<file path="src/rtl/par_pkg.sv">
package par_pkg;
  typedef enum logic [1:0] {
    RT_FAULT = 2'd0,
    RT_RAM   = 2'd1,
    RT_DEV   = 2'd2
  } route_e;

  typedef enum logic [2:0] {
    S_IDLE   = 3'd0,
    S_RAM    = 3'd1,
    S_RAM_RD = 3'd2,
    S_DEV    = 3'd3,
    S_RESP   = 3'd4
  } state_e;

  localparam logic [4:0] EXC_NONE    = 5'd0;
  localparam logic [4:0] EXC_LD_ADDR = 5'd4;
  localparam logic [4:0] EXC_ST_ADDR = 5'd5;
endpackage

</file>
<file path="src/rtl/par_classify.sv">
module par_classify
  import par_pkg::*;
#(
  parameter logic [31:0] DEV_BASE  = 32'h1000_0000,
  parameter logic [31:0] DEV_TOP   = 32'h1000_0FFF,
  parameter int unsigned RAM_BYTES = 65536
) (
  input  logic [1:0]  op_i,
  input  logic [31:0] addr_i,
  output route_e      route_o,
  output logic [4:0]  exc_o
);
  localparam logic [32:0] RAM_LIMIT = 33'(RAM_BYTES);

  logic is_wr, misalign, in_win, over;

  always_comb begin
    is_wr    = op_i[0];
    misalign = !op_i[1] && (addr_i[1:0] != 2'b00);
    in_win   = (addr_i >= DEV_BASE) && (addr_i <= DEV_TOP);
    over     = {1'b0, addr_i} >= RAM_LIMIT;
    // order matters: alignment, then window, then RAM bound
    if (misalign)    route_o = RT_FAULT;
    else if (in_win) route_o = RT_DEV;
    else if (over)   route_o = RT_FAULT;
    else             route_o = RT_RAM;
    if (route_o == RT_FAULT) exc_o = is_wr ? EXC_ST_ADDR : EXC_LD_ADDR;
    else                     exc_o = EXC_NONE;
  end
endmodule

</file>
<file path="src/rtl/par_lane.sv">
module par_lane #(
  parameter bit BIG_ENDIAN = 1'b1
) (
  input  logic        byte_i,
  input  logic [1:0]  addr_lo_i,
  input  logic [31:0] wdata_i,
  input  logic [31:0] rdata_i,
  output logic [3:0]  be_o,
  output logic [31:0] wdata_o,
  output logic [31:0] rdata_o
);
  logic [1:0] lane;
  logic [7:0] rbyte;

  generate
    if (BIG_ENDIAN) begin : g_big
      assign lane = addr_lo_i ^ 2'b11;
    end else begin : g_little
      assign lane = addr_lo_i;
    end
  endgenerate

  always_comb begin
    case (lane)
      2'd0:    rbyte = rdata_i[7:0];
      2'd1:    rbyte = rdata_i[15:8];
      2'd2:    rbyte = rdata_i[23:16];
      default: rbyte = rdata_i[31:24];
    endcase
    be_o    = byte_i ? (4'b0001 << lane) : 4'hF;
    wdata_o = byte_i ? {4{wdata_i[7:0]}} : wdata_i;
    rdata_o = byte_i ? {24'b0, rbyte} : rdata_i;
  end
endmodule

</file>
<file path="src/rtl/par_ctrl.sv">
module par_ctrl
  import par_pkg::*;
(
  input  logic        clk_i,
  input  logic        rst_ni,
  input  logic        req_valid_i,
  input  logic [1:0]  req_op_i,
  input  logic [31:0] req_addr_i,
  input  logic [31:0] req_wdata_i,
  input  route_e      route_i,
  input  logic [4:0]  exc_i,
  input  logic [31:0] ram_rd_i,
  input  logic [31:0] dev_rd_i,
  input  logic        dev_ack_i,
  output logic        ready_o,
  output logic        ram_req_o,
  output logic        dev_req_o,
  output logic        rsp_valid_o,
  output logic        rsp_err_o,
  output logic [4:0]  rsp_exc_o,
  output logic [31:0] rsp_rdata_o,
  output logic [1:0]  op_q_o,
  output logic [31:0] addr_q_o,
  output logic [31:0] wdata_q_o
);
  state_e      st_q;
  logic [1:0]  op_q;
  logic [31:0] addr_q, wdata_q, rdata_q;
  logic [4:0]  exc_q;
  logic        err_q;
  logic        fire;

  assign fire = req_valid_i && (st_q == S_IDLE);

  always_ff @(posedge clk_i or negedge rst_ni) begin
    if (!rst_ni) begin
      st_q    <= S_IDLE;
      op_q    <= 2'b00;
      addr_q  <= 32'b0;
      wdata_q <= 32'b0;
      rdata_q <= 32'b0;
      exc_q   <= EXC_NONE;
      err_q   <= 1'b0;
    end else begin
      unique case (st_q)
        S_IDLE: if (fire) begin
          op_q    <= req_op_i;
          addr_q  <= req_addr_i;
          wdata_q <= req_wdata_i;
          exc_q   <= exc_i;
          err_q   <= (route_i == RT_FAULT);
          rdata_q <= 32'b0;
          case (route_i)
            RT_RAM:  st_q <= S_RAM;
            RT_DEV:  st_q <= S_DEV;
            default: st_q <= S_RESP;
          endcase
        end
        S_RAM:    st_q <= op_q[0] ? S_RESP : S_RAM_RD;
        S_RAM_RD: begin
          rdata_q <= ram_rd_i;
          st_q    <= S_RESP;
        end
        S_DEV: if (dev_ack_i) begin
          if (!op_q[0]) rdata_q <= dev_rd_i;
          st_q <= S_RESP;
        end
        default:  st_q <= S_IDLE;
      endcase
    end
  end

  assign ready_o     = (st_q == S_IDLE);
  assign ram_req_o   = (st_q == S_RAM);
  assign dev_req_o   = (st_q == S_DEV);
  assign rsp_valid_o = (st_q == S_RESP);
  assign rsp_err_o   = err_q;
  assign rsp_exc_o   = exc_q;
  assign rsp_rdata_o = rdata_q;
  assign op_q_o      = op_q;
  assign addr_q_o    = addr_q;
  assign wdata_q_o   = wdata_q;


  pulse_once_chk: assert property (@(posedge clk_i) disable iff (!rst_ni)
    rsp_valid_o |=> (!rsp_valid_o && ready_o));

  accept_lock_chk: assert property (@(posedge clk_i) disable iff (!rst_ni)
    fire |=> !ready_o);
endmodule

</file>
<file path="src/rtl/phys_access_router.sv">
module phys_access_router
  import par_pkg::*;
#(
  parameter logic [31:0] DEV_BASE   = 32'h1000_0000,
  parameter logic [31:0] DEV_TOP    = 32'h1000_0FFF,
  parameter int unsigned RAM_BYTES  = 65536,
  parameter bit          BIG_ENDIAN = 1'b1,
  localparam int unsigned RAM_WAW   = $clog2(RAM_BYTES / 4)
) (
  input  logic               clk_i,
  input  logic               rst_ni,
  input  logic               req_valid_i,
  output logic               req_ready_o,
  input  logic [1:0]         req_op_i,
  input  logic [31:0]        req_addr_i,
  input  logic [31:0]        req_wdata_i,
  output logic               rsp_valid_o,
  output logic               rsp_err_o,
  output logic [4:0]         rsp_exc_o,
  output logic [31:0]        rsp_rdata_o,
  output logic               ram_req_o,
  output logic               ram_we_o,
  output logic [RAM_WAW-1:0] ram_addr_o,
  output logic [3:0]         ram_be_o,
  output logic [31:0]        ram_wdata_o,
  input  logic [31:0]        ram_rdata_i,
  output logic               dev_req_o,
  output logic               dev_we_o,
  output logic               dev_byte_o,
  output logic [31:0]        dev_addr_o,
  output logic [31:0]        dev_wdata_o,
  input  logic [31:0]        dev_rdata_i,
  input  logic               dev_ack_i
);
  route_e      route;
  logic [4:0]  exc;
  logic [1:0]  op_q;
  logic [31:0] addr_q, wdata_q, ram_rd, dev_rd;

  par_classify #(
    .DEV_BASE (DEV_BASE),
    .DEV_TOP  (DEV_TOP),
    .RAM_BYTES(RAM_BYTES)
  ) u_classify (
    .op_i   (req_op_i),
    .addr_i (req_addr_i),
    .route_o(route),
    .exc_o  (exc)
  );

  par_lane #(.BIG_ENDIAN(BIG_ENDIAN)) u_lane (
    .byte_i   (op_q[1]),
    .addr_lo_i(addr_q[1:0]),
    .wdata_i  (wdata_q),
    .rdata_i  (ram_rdata_i),
    .be_o     (ram_be_o),
    .wdata_o  (ram_wdata_o),
    .rdata_o  (ram_rd)
  );

  par_ctrl u_ctrl (
    .clk_i      (clk_i),
    .rst_ni     (rst_ni),
    .req_valid_i(req_valid_i),
    .req_op_i   (req_op_i),
    .req_addr_i (req_addr_i),
    .req_wdata_i(req_wdata_i),
    .route_i    (route),
    .exc_i      (exc),
    .ram_rd_i   (ram_rd),
    .dev_rd_i   (dev_rd),
    .dev_ack_i  (dev_ack_i),
    .ready_o    (req_ready_o),
    .ram_req_o  (ram_req_o),
    .dev_req_o  (dev_req_o),
    .rsp_valid_o(rsp_valid_o),
    .rsp_err_o  (rsp_err_o),
    .rsp_exc_o  (rsp_exc_o),
    .rsp_rdata_o(rsp_rdata_o),
    .op_q_o     (op_q),
    .addr_q_o   (addr_q),
    .wdata_q_o  (wdata_q)
  );

  assign ram_we_o    = op_q[0];
  assign ram_addr_o  = addr_q[RAM_WAW+1:2];
  assign dev_we_o    = op_q[0];
  assign dev_byte_o  = op_q[1];
  assign dev_addr_o  = addr_q;
  assign dev_wdata_o = op_q[1] ? {24'b0, wdata_q[7:0]} : wdata_q;
  assign dev_rd      = op_q[1] ? {24'b0, dev_rdata_i[7:0]} : dev_rdata_i;


  misalign_fault_chk: assert property (@(posedge clk_i) disable iff (!rst_ni)
    (req_valid_i && req_ready_o && !req_op_i[1] && (req_addr_i[1:0] != 2'b00))
    |=> (rsp_valid_o && rsp_err_o));

  port_excl_chk: assert property (@(posedge clk_i) disable iff (!rst_ni)
    dev_req_o |-> !ram_req_o);

  bound_fault_chk: assert property (@(posedge clk_i) disable iff (!rst_ni)
    (req_valid_i && req_ready_o && (req_op_i[1] || (req_addr_i[1:0] == 2'b00)) &&
     (req_addr_i < DEV_BASE || req_addr_i > DEV_TOP) &&
     ({1'b0, req_addr_i} >= 33'(RAM_BYTES)))
    |=> (rsp_valid_o && rsp_err_o && rsp_exc_o == (req_op_i[0] ? 5'd5 : 5'd4)));

  lane_mask_chk: assert property (@(posedge clk_i) disable iff (!rst_ni)
    (ram_req_o && ram_we_o) |-> ($countones(ram_be_o) == 1 || ram_be_o == 4'hF));

  fault_no_ram_chk: assert property (@(posedge clk_i) disable iff (!rst_ni)
    (rsp_valid_o && rsp_err_o) |-> (!$past(ram_req_o) && !$past(dev_req_o)));
endmodule

</file>
<file path="config.mk">
export PLATFORM = sky130hd
export DESIGN_NAME = phys_access_router
export DESIGN_NICKNAME = d
export VERILOG_FILES = /design/src/rtl/par_pkg.sv /design/src/rtl/par_classify.sv /design/src/rtl/par_lane.sv /design/src/rtl/par_ctrl.sv /design/src/rtl/phys_access_router.sv
export SDC_FILE = /design/constraint.sdc
export NUM_CORES = 1
export LEC_CHECK = 0
export BUFFER_PORTS_ARGS = -buffer_cell sky130_fd_sc_hd__buf_2
export CAP_MARGIN = 20
export CORE_AREA = 2 2 138 140
export CTS_CLUSTER_SIZE = 24
export DETAILED_ROUTE_END_ITERATION = 10
export DIE_AREA = 0 0 140 142
export PLACE_DENSITY = 0.67
export REMOVE_ABC_BUFFERS = 1
export SLEW_MARGIN = 20
export SYNTH_ARGS = -nofsm -noshare
export SYNTH_HDL_FRONTEND = slang
export SYNTH_SLANG_ARGS = --single-unit
</file>
<file path="constraint.sdc">
create_clock -name clk_i -period 2.1 [get_ports clk_i]
set_input_delay 0.42 -clock clk_i [delete_from_list [all_inputs] [get_ports clk_i]]
set_output_delay 0.42 -clock clk_i [all_outputs]
set_load 0.05 [all_outputs]
</file>
# After elaboration in Yosys (flattened, before gate mapping)
# Index checks and enable logic that the tools add are counted.
classes:
  n_mul: 0
  n_addsub: 0
  shift: 1
  n_mux: 20
  eq_ne: 11
  div_mod_pow: 0
  n_bitwise: 1
  reduce_logical: 12
  magnitude_cmp: 3
op_table:
  columns: ["operator", "n"]
  rows:
  - ["$mux 32", 7]
  - ["$pmux 32 s3", 1]
  - ["$ge 32x17->1 const B", 1]
  - ["$ge 32x29->1 const B", 1]
  - ["$le 32x29->1 const B", 1]
  - ["$pmux 8 s3", 1]
  - ["$pmux 3 s4", 1]
  - ["$mux 3", 3]
  - ["$eq 3x2->1 const B", 2]
  - ["$pmux 3 s2", 1]
  - ["$mux 5", 1]
  - ["$eq 2x1->1 const B", 2]
  - ["$eq 2x2->1 const B", 2]
  - ["$logic_not 2->1", 2]
  - ["$mux 2", 2]
  - ["$mux 4", 1]
  - ["$ne 2x1->1 const B", 2]
  - ["$reduce_and 2->1", 2]
  - ["$reduce_and 4->1", 1]
  - ["$shl 1x2->4 const A", 1]
  - ["$eq 3x1->1 const B", 1]
  - ["$eq 3x3->1 const B", 1]
  - ["$logic_and 1x1->1", 3]
  - ["$logic_not 3->1", 1]
  - ["6 further kinds", 7]
totals:
  n_memories: 0
  inputBits: 134
  latchBits: 0
  wordCells: 55
  register_bits: 107
  ramBits: 0
  rom_bits: 0
  out_inout_bits: 159

# Depth between registers and ports, before layout
# Gate-level depths: netlist (run 1).
logic_depth:
  ltp_word: 8
  depth_mapped: 7

# Hierarchy
# A second synthesis (run 1) with hierarchy kept.
unflattened:
  hier_cells: 514
  hier_area_um2: 5949.5
by_module_without_submodules:
  columns: ["mod", "seq_area_each_um2", "cells_each", "area_each_um2", "instances"]
  rows:
  - ["par_ctrl", 2677.6, 289, 4500.6, 1]
  - ["par_lane", 0.0, 137, 812.0, 1]
  - ["phys_access_router", 0.0, 68, 456.7, 1]
  - ["par_classify", 0.0, 20, 180.2, 1]

# Least setup slack after synthesis (run 1)
# Ideal clock, no wire load.
synth_timing:
  kind: "register to output"
  start: "register u_ctrl.op_q[1] (netlist: u_ctrl.op_q_o[1])"
  end: "output port ram_wdata_o[11]"
  path_slack_ps: -484
  arrival_time_ps: 2164
  path_stages_with_launch: 5
  path_buffers: 2
  path_cell_list: "dfrtp_1 > buf_2 > clkbuf_1 > nor2b_1 > a21o_1"
synth_via:
  elab_chain_cells: 1
synth_lines:
  columns: ["item", "line_no", "text"]
  rows:
  - ["start, declared", "par_ctrl.sv:27", "logic [1:0] op_q;"]
  - ["start signal, assigned", "par_ctrl.sv:47", "op_q <= req_op_i;"]
  - ["$mux 32", "par_lane.sv:31", "wdata_o = byte_i ? {4{wdata_i[7:0]}} : wdata_i;"]
  - ["end, declared", "phys_access_router.sv:25", "output logic [31:0] ram_wdata_o,"]
# No other way between the ends.

# Final worst setup path (run 1)
layout_timing:
  start: "input port req_addr_i[30]"
  end: "register u_ctrl.st_q[2]"
layout_via:
  elab_chain_cells: 8
layout_lines:
  columns: ["item", "line_no", "text"]
  rows:
  - ["start, declared", "phys_access_router.sv:15", "input logic [31:0] req_addr_i,"]
  - ["$ge 32x17->1, or another cell as far along", "par_classify.sv:21", "over = {1'b0, addr_i} >= RAM_LIMIT;"]
  - ["$mux 1 or $logic_and 1x1->1 (tied branches)", "par_classify.sv:25, par_classify.sv:20", null]
  - ["$mux 2 (*)", "par_classify.sv:24", "else if (in_win) route_o = RT_DEV;"]
  - ["$mux 2 (*)", "par_classify.sv:23", "if (misalign) route_o = RT_FAULT;"]
  - ["$eq 2x2->1 or $eq 2x1->1 (tied branches)", "par_ctrl.sv:53", "case (route_i)"]
  - ["$pmux 3 s2 (*)", "par_ctrl.sv:53", null]
  - ["$mux 3 (*)", "par_ctrl.sv:46", "S_IDLE: if (fire) begin"]
  - ["$pmux 3 s4 (*)", "par_ctrl.sv:45", "unique case (st_q)"]
  - ["end signal, assigned", "par_ctrl.sv:59", "S_RAM: st_q <= op_q[0] ? S_RESP : S_RAM_RD;"]
  - ["end, declared", "par_ctrl.sv:26", "state_e st_q;"]
# Every way passes the cells marked *; elsewhere a longest branch is shown, timed or not. The select of a mux whose other input is x is not followed.
# A chain may end at the register's enable or synchronous reset.

==> impl_metrics.tcl, run 1 <==
set metrics [dict create \
    cts_hold_buf 0 \
    synth-xor-area-share_pct 0 \
    htree_num_levels 3 \
    max_slew.worst_pin.slew_ps 617 \
    status "finished, violations left" \
    clockRootBuffer "clkbuf_16" \
    hp-class "input port to asynchronous set/reset pin" \
    most_common_cell_after_layout_fill_and_taps_aside "buf_2" \
    data_arrival_at_the_endpoint_of_the_critical_path_ps 2290 \
    synth_compound_gate_area_share_pct 13.3 \
    timing.critical_path.to_type "register" \
    power.leakage_nw 3.59 \
    critical-path-slowest-cell "ha_1" \
    pin_count 293 \
    final_nets 857 \
    timing_max_transition_violations_final 0 \
    critPathKind "input port to register" \
    grt_max_degree 104 \
    ir_worst_vdd_v 0.000567 \
    synth_mux_area_share_pct 19.3 \
    clock_path_buffers 2 \
    grt_first_pass_wirelength_um 22800 \
    place_inst 942 \
    buffer_ports.inserted 289 \
    route.detailed.drc 21 \
    cts_tree "built" \
    combinational_family_with_the_most_area_after_synthesis "multiplexers" \
    fin_cells 960 \
    rsz0062_at_grt "yes" \
    flow.area_growth_from_synthesis_pct 33.3 \
    synthesis.instances 463 \
    post_drt_wl_per_cell_um 15.2 \
    crit_required_ps 2360 \
    clock_insertion_delay_worst_skew_ps 350 \
    clk_pin_slew_ps 70 \
    worst-path-max-fanout 3 \
    power-per-cell-area_nw_per_um2 924 \
    cp_cell_sequence "buf_2 > nor4_4 > buf_4 > o2111ai_4 > nor4_2 > buf_4 > nand2b_1 > ha_1 > nand2b_1 > a221oi_2" \
    syn-cell-area_um2 5440 \
    synth-async-reset-ratio_pct 100 \
    num_vias 4481 \
    globalRoute.totalOverflow 0 \
    yosys.area_share.simple_pct 9.46 \
    drtAntennaViolNets 0 \
    max-slew-margin-rel_pct 58.9 \
    p_total_mw 6.70 \
    antenna-diode-count 0 \
    fin_skew_ps 8.47 \
    placeableCoreArea_um2 18500 \
    final_area_um2 7250 \
    final-setup-viol-count 0 \
    drtIter0Drc 167 \
    avgSynthCellArea_um2 11.7 \
    final-hold-violation-count 0 \
    post_synth_num_cell_types 41 \
    fraction_of_final_layout_cells_with_drive_strength_greater_than_1_pct 55.4 \
    worst_setup_path_start_kind "input port" \
    dieArea_um2 19900 \
    setup.reg_to_reg.worst_slack_ps 360 \
    die_width_um 140 \
    postPlaceCellArea_um2 6880 \
    groute.usage.overall_pct 14.6 \
    die_height_um 142 \
    dp_hpwl_um 11100 \
    min_period_over_period_pct 96.4 \
    synth-seq-cells 103 \
    max_cap_viol_count 0 \
    hold-worst-slack_ps 75.5 \
    detail_route.wirelength_um 14600 \
    worst_path_dominant_cell_family "simple AND/OR/NAND/NOR gates" \
    fp-row-count 50 \
    initial_utilization_pct 29.5 \
    dr.pass1.iters 11 \
    routabilityCongestion 0.735 \
    number_of_synthesized_flops_with_an_enable_pin 0 \
    number_of_antenna_violations_at_the_first_check_in_global_routing 0 \
    failed_checks "design-rule violations" \
    post_synth_fa_ha_maj_area_fraction_pct 0.460 \
    timing.fmax_ghz 0.494 \
    detail_route.vias_per_cell 4.67 \
    synthFlopType "dfrtp_1" \
    clock_sink_count 103 \
    cts_buffers 9 \
    grt_pass1_vias 4361 \
    synth_seq_area_share_pct 47.4 \
    slowest_delay_ps 310 \
    count_of_yosys_warnings_during_synthesis 0 \
    final.min_clock_period_ps 2020 \
    critPathBufInv 3 \
    layout_common_cells "buf_2, dfrtp_1, mux2_2" \
    fin_util_pct 39.3 \
]
==> what timing repair did <==
item	4_1_cts	5_1_grt
resized for setup	2	12
setup buffers	2	0
pin swaps	0	1
setup endpoints to repair	4	6
==> synthesized netlist by cell type (2+ instances only) <==
library cell | count | share of area (%)
dfrtp_1 | 103 | 47
mux2_2 | 46 | 9.5
buf_4 | 37 | 5.1
nand2_1 | 29 | 2.0
nor2b_1 | 29 | 3.3
a21o_1 | 25 | 3.5
mux2i_1 | 25 | 4.6
mux2_1 | 19 | 3.9
o31ai_1 | 17 | 2.3
a21oi_1 | 14 | 1.3
nor2_1 | 12 | 0.83
buf_2 | 11 | 1.0
nand2b_1 | 9 | 1.0
buf_6 | 8 | 1.7
o21ai_0 | 8 | 0.74
a22o_1 | 7 | 1.1
o31ai_2 | 7 | 1.6
buf_8 | 5 | 1.4
clkbuf_1 | 5 | 0.35
inv_1 | 5 | 0.35
nor4_1 | 5 | 0.58
o21a_1 | 5 | 0.69
o221ai_1 | 5 | 0.81
a32oi_1 | 4 | 0.64
mux4_2 | 3 | 1.2
nand3_1 | 3 | 0.28
and2_1 | 2 | 0.23
ha_1 | 2 | 0.46
==> power breakdown <==
part           total [mW]  switching [mW]  internal, mW  leakage, nW
Sequential           2.36           0.162          2.19         1.26
Clock                1.62           0.791         0.827        0.139
Combinational        2.73            2.00         0.731         2.19
==> sequential cells by signal, summed over array words and instances (netlist names) <==
signal	flops
u_ctrl.wdata_q_o	32
u_ctrl.rsp_exc_o	2
u_ctrl.addr_q_o	32
u_ctrl.rsp_rdata_o	32
u_ctrl.st_q	3
u_ctrl.op_q_o	2
==> through the flow <==
step	setup slack [ps]	TNS (ps)
finish	75.5	0
detailed placement	-350	-926
floorplan	-1750	-175560
CTS	18.5	0
global placement	-353	-946
global route	-31.5	-31.5
==> layer usage <==
layer | vias up | global-route usage [%] | share of wire, %
li1 | 2117 | - | -
met1 | 2153 | 18.2 | 43
met2 | 203 | 24.9 | 49
met3 | 8 | 4.00 | 7.0
met4 | 0 | 4.68 | 0.69
met5 | - | 0 | 0
==> area by class of cell <==
class	instances	area (um2)
clock inverters	6	55.1
fillers	1797	11200
multi-input cells	289	2390
repair buffers	313	1680
inverters	5	18.8
flip-flops and latches	103	2580
well taps	234	293
clock buffers	10	229
==> path summary, 6_finish.rpt <==
| check | start | endpoint | cells after the start |
|---|---|---|---|
| setup / recovery | req_addr_i[30] | u_ctrl.st_q[2] | 10 |
| hold / removal | rst_ni | u_ctrl.rsp_rdata_o[11] | 2 |
| setup reg to reg | u_ctrl.st_q[2] | u_ctrl.wdata_q_o[20] | 4 |
| hold reg to reg | u_ctrl.rsp_rdata_o[12] | u_ctrl.rsp_rdata_o[12] | 2 |
| max in group asynchronous | rst_ni | u_ctrl.st_q[0] | 2 |
| min in group clk_i | req_wdata_i[30] | u_ctrl.wdata_q_o[30] | 2 |
==> cells by family after synthesis <==
logic type | after synthesis
buf+inv | 73
simple gates | 95
other cells | 1
mux | 93
fa+ha+maj | 2
flops | 103
compound gates | 96
No activity file was read; power rests on OpenSTA's default activity.
==> run 2, diff against run 1 <==
Settings changed: CORE_AREA 2 2 138 140 to 2 2 113 170, DIE_AREA 0 0 140 142 to 0 0 115 172, PLACE_DENSITY 0.67 to default, PLACE_DENSITY_LB_ADDON from default to 0.05, TNS_END_PERCENT from default to 5.
==> run 2 against run 1 <==
The flow now finishes without violations. Register-to-register slack gained 30 ps. Die area fell by 0.50%. Clock skew is 1.0 ps higher. Wire length increased by 9.1%. Cell area is essentially flat. First-iteration DRC count increased by 1.2%. Worst setup slack better by 2.1 ps. Total power grew 2.9%. Largest cell class unchanged.
==> impl_metrics.tcl, run 2 (synthesis gave the netlist of run 1 again) <==
set metrics [dict create \
    status "finished clean" \
    routabilityCongestion 0.791 \
    power-per-cell-area_nw_per_um2 951 \
    number_of_antenna_violations_at_the_first_check_in_global_routing 0 \
    launching_element_of_the_worst_setup_path "u_ctrl.op_q_o[1]" \
    die_height_um 172 \
    htree_num_levels 3 \
    clockRootBuffer "clkbuf_16" \
    final_nets 858 \
    r2r_start "u_ctrl.st_q[0]" \
    placeableCoreArea_um2 18300 \
    num_vias 4453 \
    detail_route.vias_per_cell 4.70 \
    ir_worst_vdd_v 0.000479 \
    fin_skew_ps 9.51 \
    timing_max_transition_violations_final 0 \
    data_arrival_at_the_endpoint_of_the_critical_path_ps 1600 \
    fp-row-count 61 \
    worst-path-max-fanout 34 \
    antenna-diode-count 0 \
    min_period_over_period_pct 96.3 \
    max_cap_viol_count 0 \
    final.min_clock_period_ps 2020 \
    post_drt_wl_per_cell_um 16.9 \
    setup.reg_to_reg.worst_slack_ps 390 \
    clock_insertion_delay_worst_skew_ps 350 \
    flow.area_growth_from_synthesis_pct 33.3 \
    critPathKind "register to output pin" \
    timing.setup.tns_ps 0 \
    layout_common_cells "buf_2, dfrtp_1, mux2_2" \
    final-hold-violation-count 0 \
    dp_hpwl_um 12600 \
    rsz0062_at_grt "yes" \
    clock_sink_count 103 \
    hp-class "input port to register" \
    fin_cells 947 \
    hold_start "req_wdata_i[5]" \
    detail_route.wirelength_um 16000 \
    final-setup-viol-count 0 \
    drtAntennaViolNets 0 \
    globalRoute.totalOverflow 0 \
    grt_pass1_vias 4521 \
    dieArea_um2 19800 \
    worst_setup_path_start_kind "register" \
    dr.pass1.iters 4 \
    hold-worst-slack_ps 277 \
    clk_pin_slew_ps 80 \
    die_width_um 115 \
    cts_buffers 9 \
    max_slew.worst_pin.slew_ps 545 \
    initial_utilization_pct 29.7 \
    max-slew-margin-rel_pct 63.3 \
    grt_max_degree 56 \
    clock_path_buffers 2 \
    route.detailed.drc 0 \
    timing.fmax_ghz 0.494 \
    most_common_cell_after_layout_fill_and_taps_aside "buf_2" \
    buffer_ports.inserted 289 \
    crit_required_ps 1680 \
    place_inst 929 \
    drtIter0Drc 169 \
    fraction_of_final_layout_cells_with_drive_strength_greater_than_1_pct 54.7 \
    power.leakage_nw 3.61 \
    timing.critical_path.to_type "output pin" \
    cts_tree "built" \
    pin_count 293 \
    grt_first_pass_wirelength_um 23900 \
    groute.usage.overall_pct 15.6 \
]
-- run 2: final timing paths --
| check | to | cells after the start |
|---|---|---|
| worst max-delay path | dev_wdata_o[30] | 3 |
| worst min-delay path | u_ctrl.wdata_q_o[5] | 2 |
| worst max register to register | u_ctrl.addr_q_o[30] | 4 |
| worst min register to register | u_ctrl.rsp_rdata_o[11] | 2 |
| max in group asynchronous | u_ctrl.op_q_o[1] | 3 |
| min in group asynchronous | u_ctrl.rsp_rdata_o[11] | 2 |
-- run 2: final cells by class --
cell class,instances,area (um2)
fill,1883,11100
multi-input combinational,289,2350
tap,220,275
sequential,103,2580
clock buffer,9,225
clock inverter,7,87.6
inverter,5,18.8
timing repair buffer,314,1710
-- run 2: repair_timing --
item,in CTS,in global routing
resized for setup,8,7
hold buffers,1,0
setup buffers,0,1
endpoints found under the hold margin,3,0
setup endpoints to repair,7,22
-- run 2: power breakdown --
part           leakage (nW)  total [mW]  switching [mW]  internal, mW
clock                 0.154        1.78           0.830         0.953
combinational          2.20        2.76            2.01         0.744
sequential             1.26        2.35           0.159          2.19
total                  3.61        6.90            3.00          3.89
-- run 2: per-layer routing --
layer | routed length (um) | GRT usage [%] | up-vias
met2 | 8060 | 26.8 | 181
met3 | 1180 | 4.45 | 20
li1 | - | - | 2122
met5 | 0 | 0 | -
met4 | 346 | 6.08 | 0
met1 | 6380 | 18.2 | 2130
-- run 2: metrics by stage --
step	worst slack, ps	total power [mW]	cell area [um2]	utilization, %
after floorplan	-1750	4.35	4920	-
after global placement	-379	5.14	6870	37.5
after detailed placement	-447	5.15	6870	37.5
after CTS	-24.0	7.00	7220	39.4
after global routing	-31.2	7.24	7250	39.6
final	77.5	6.90	7250	39.6
-- run 2: critical path, stage by stage, from the launching register on --
cell and delay, ps:
dfrtp_2 490, buf_12 200, nor2b_1 240, buf_2 310
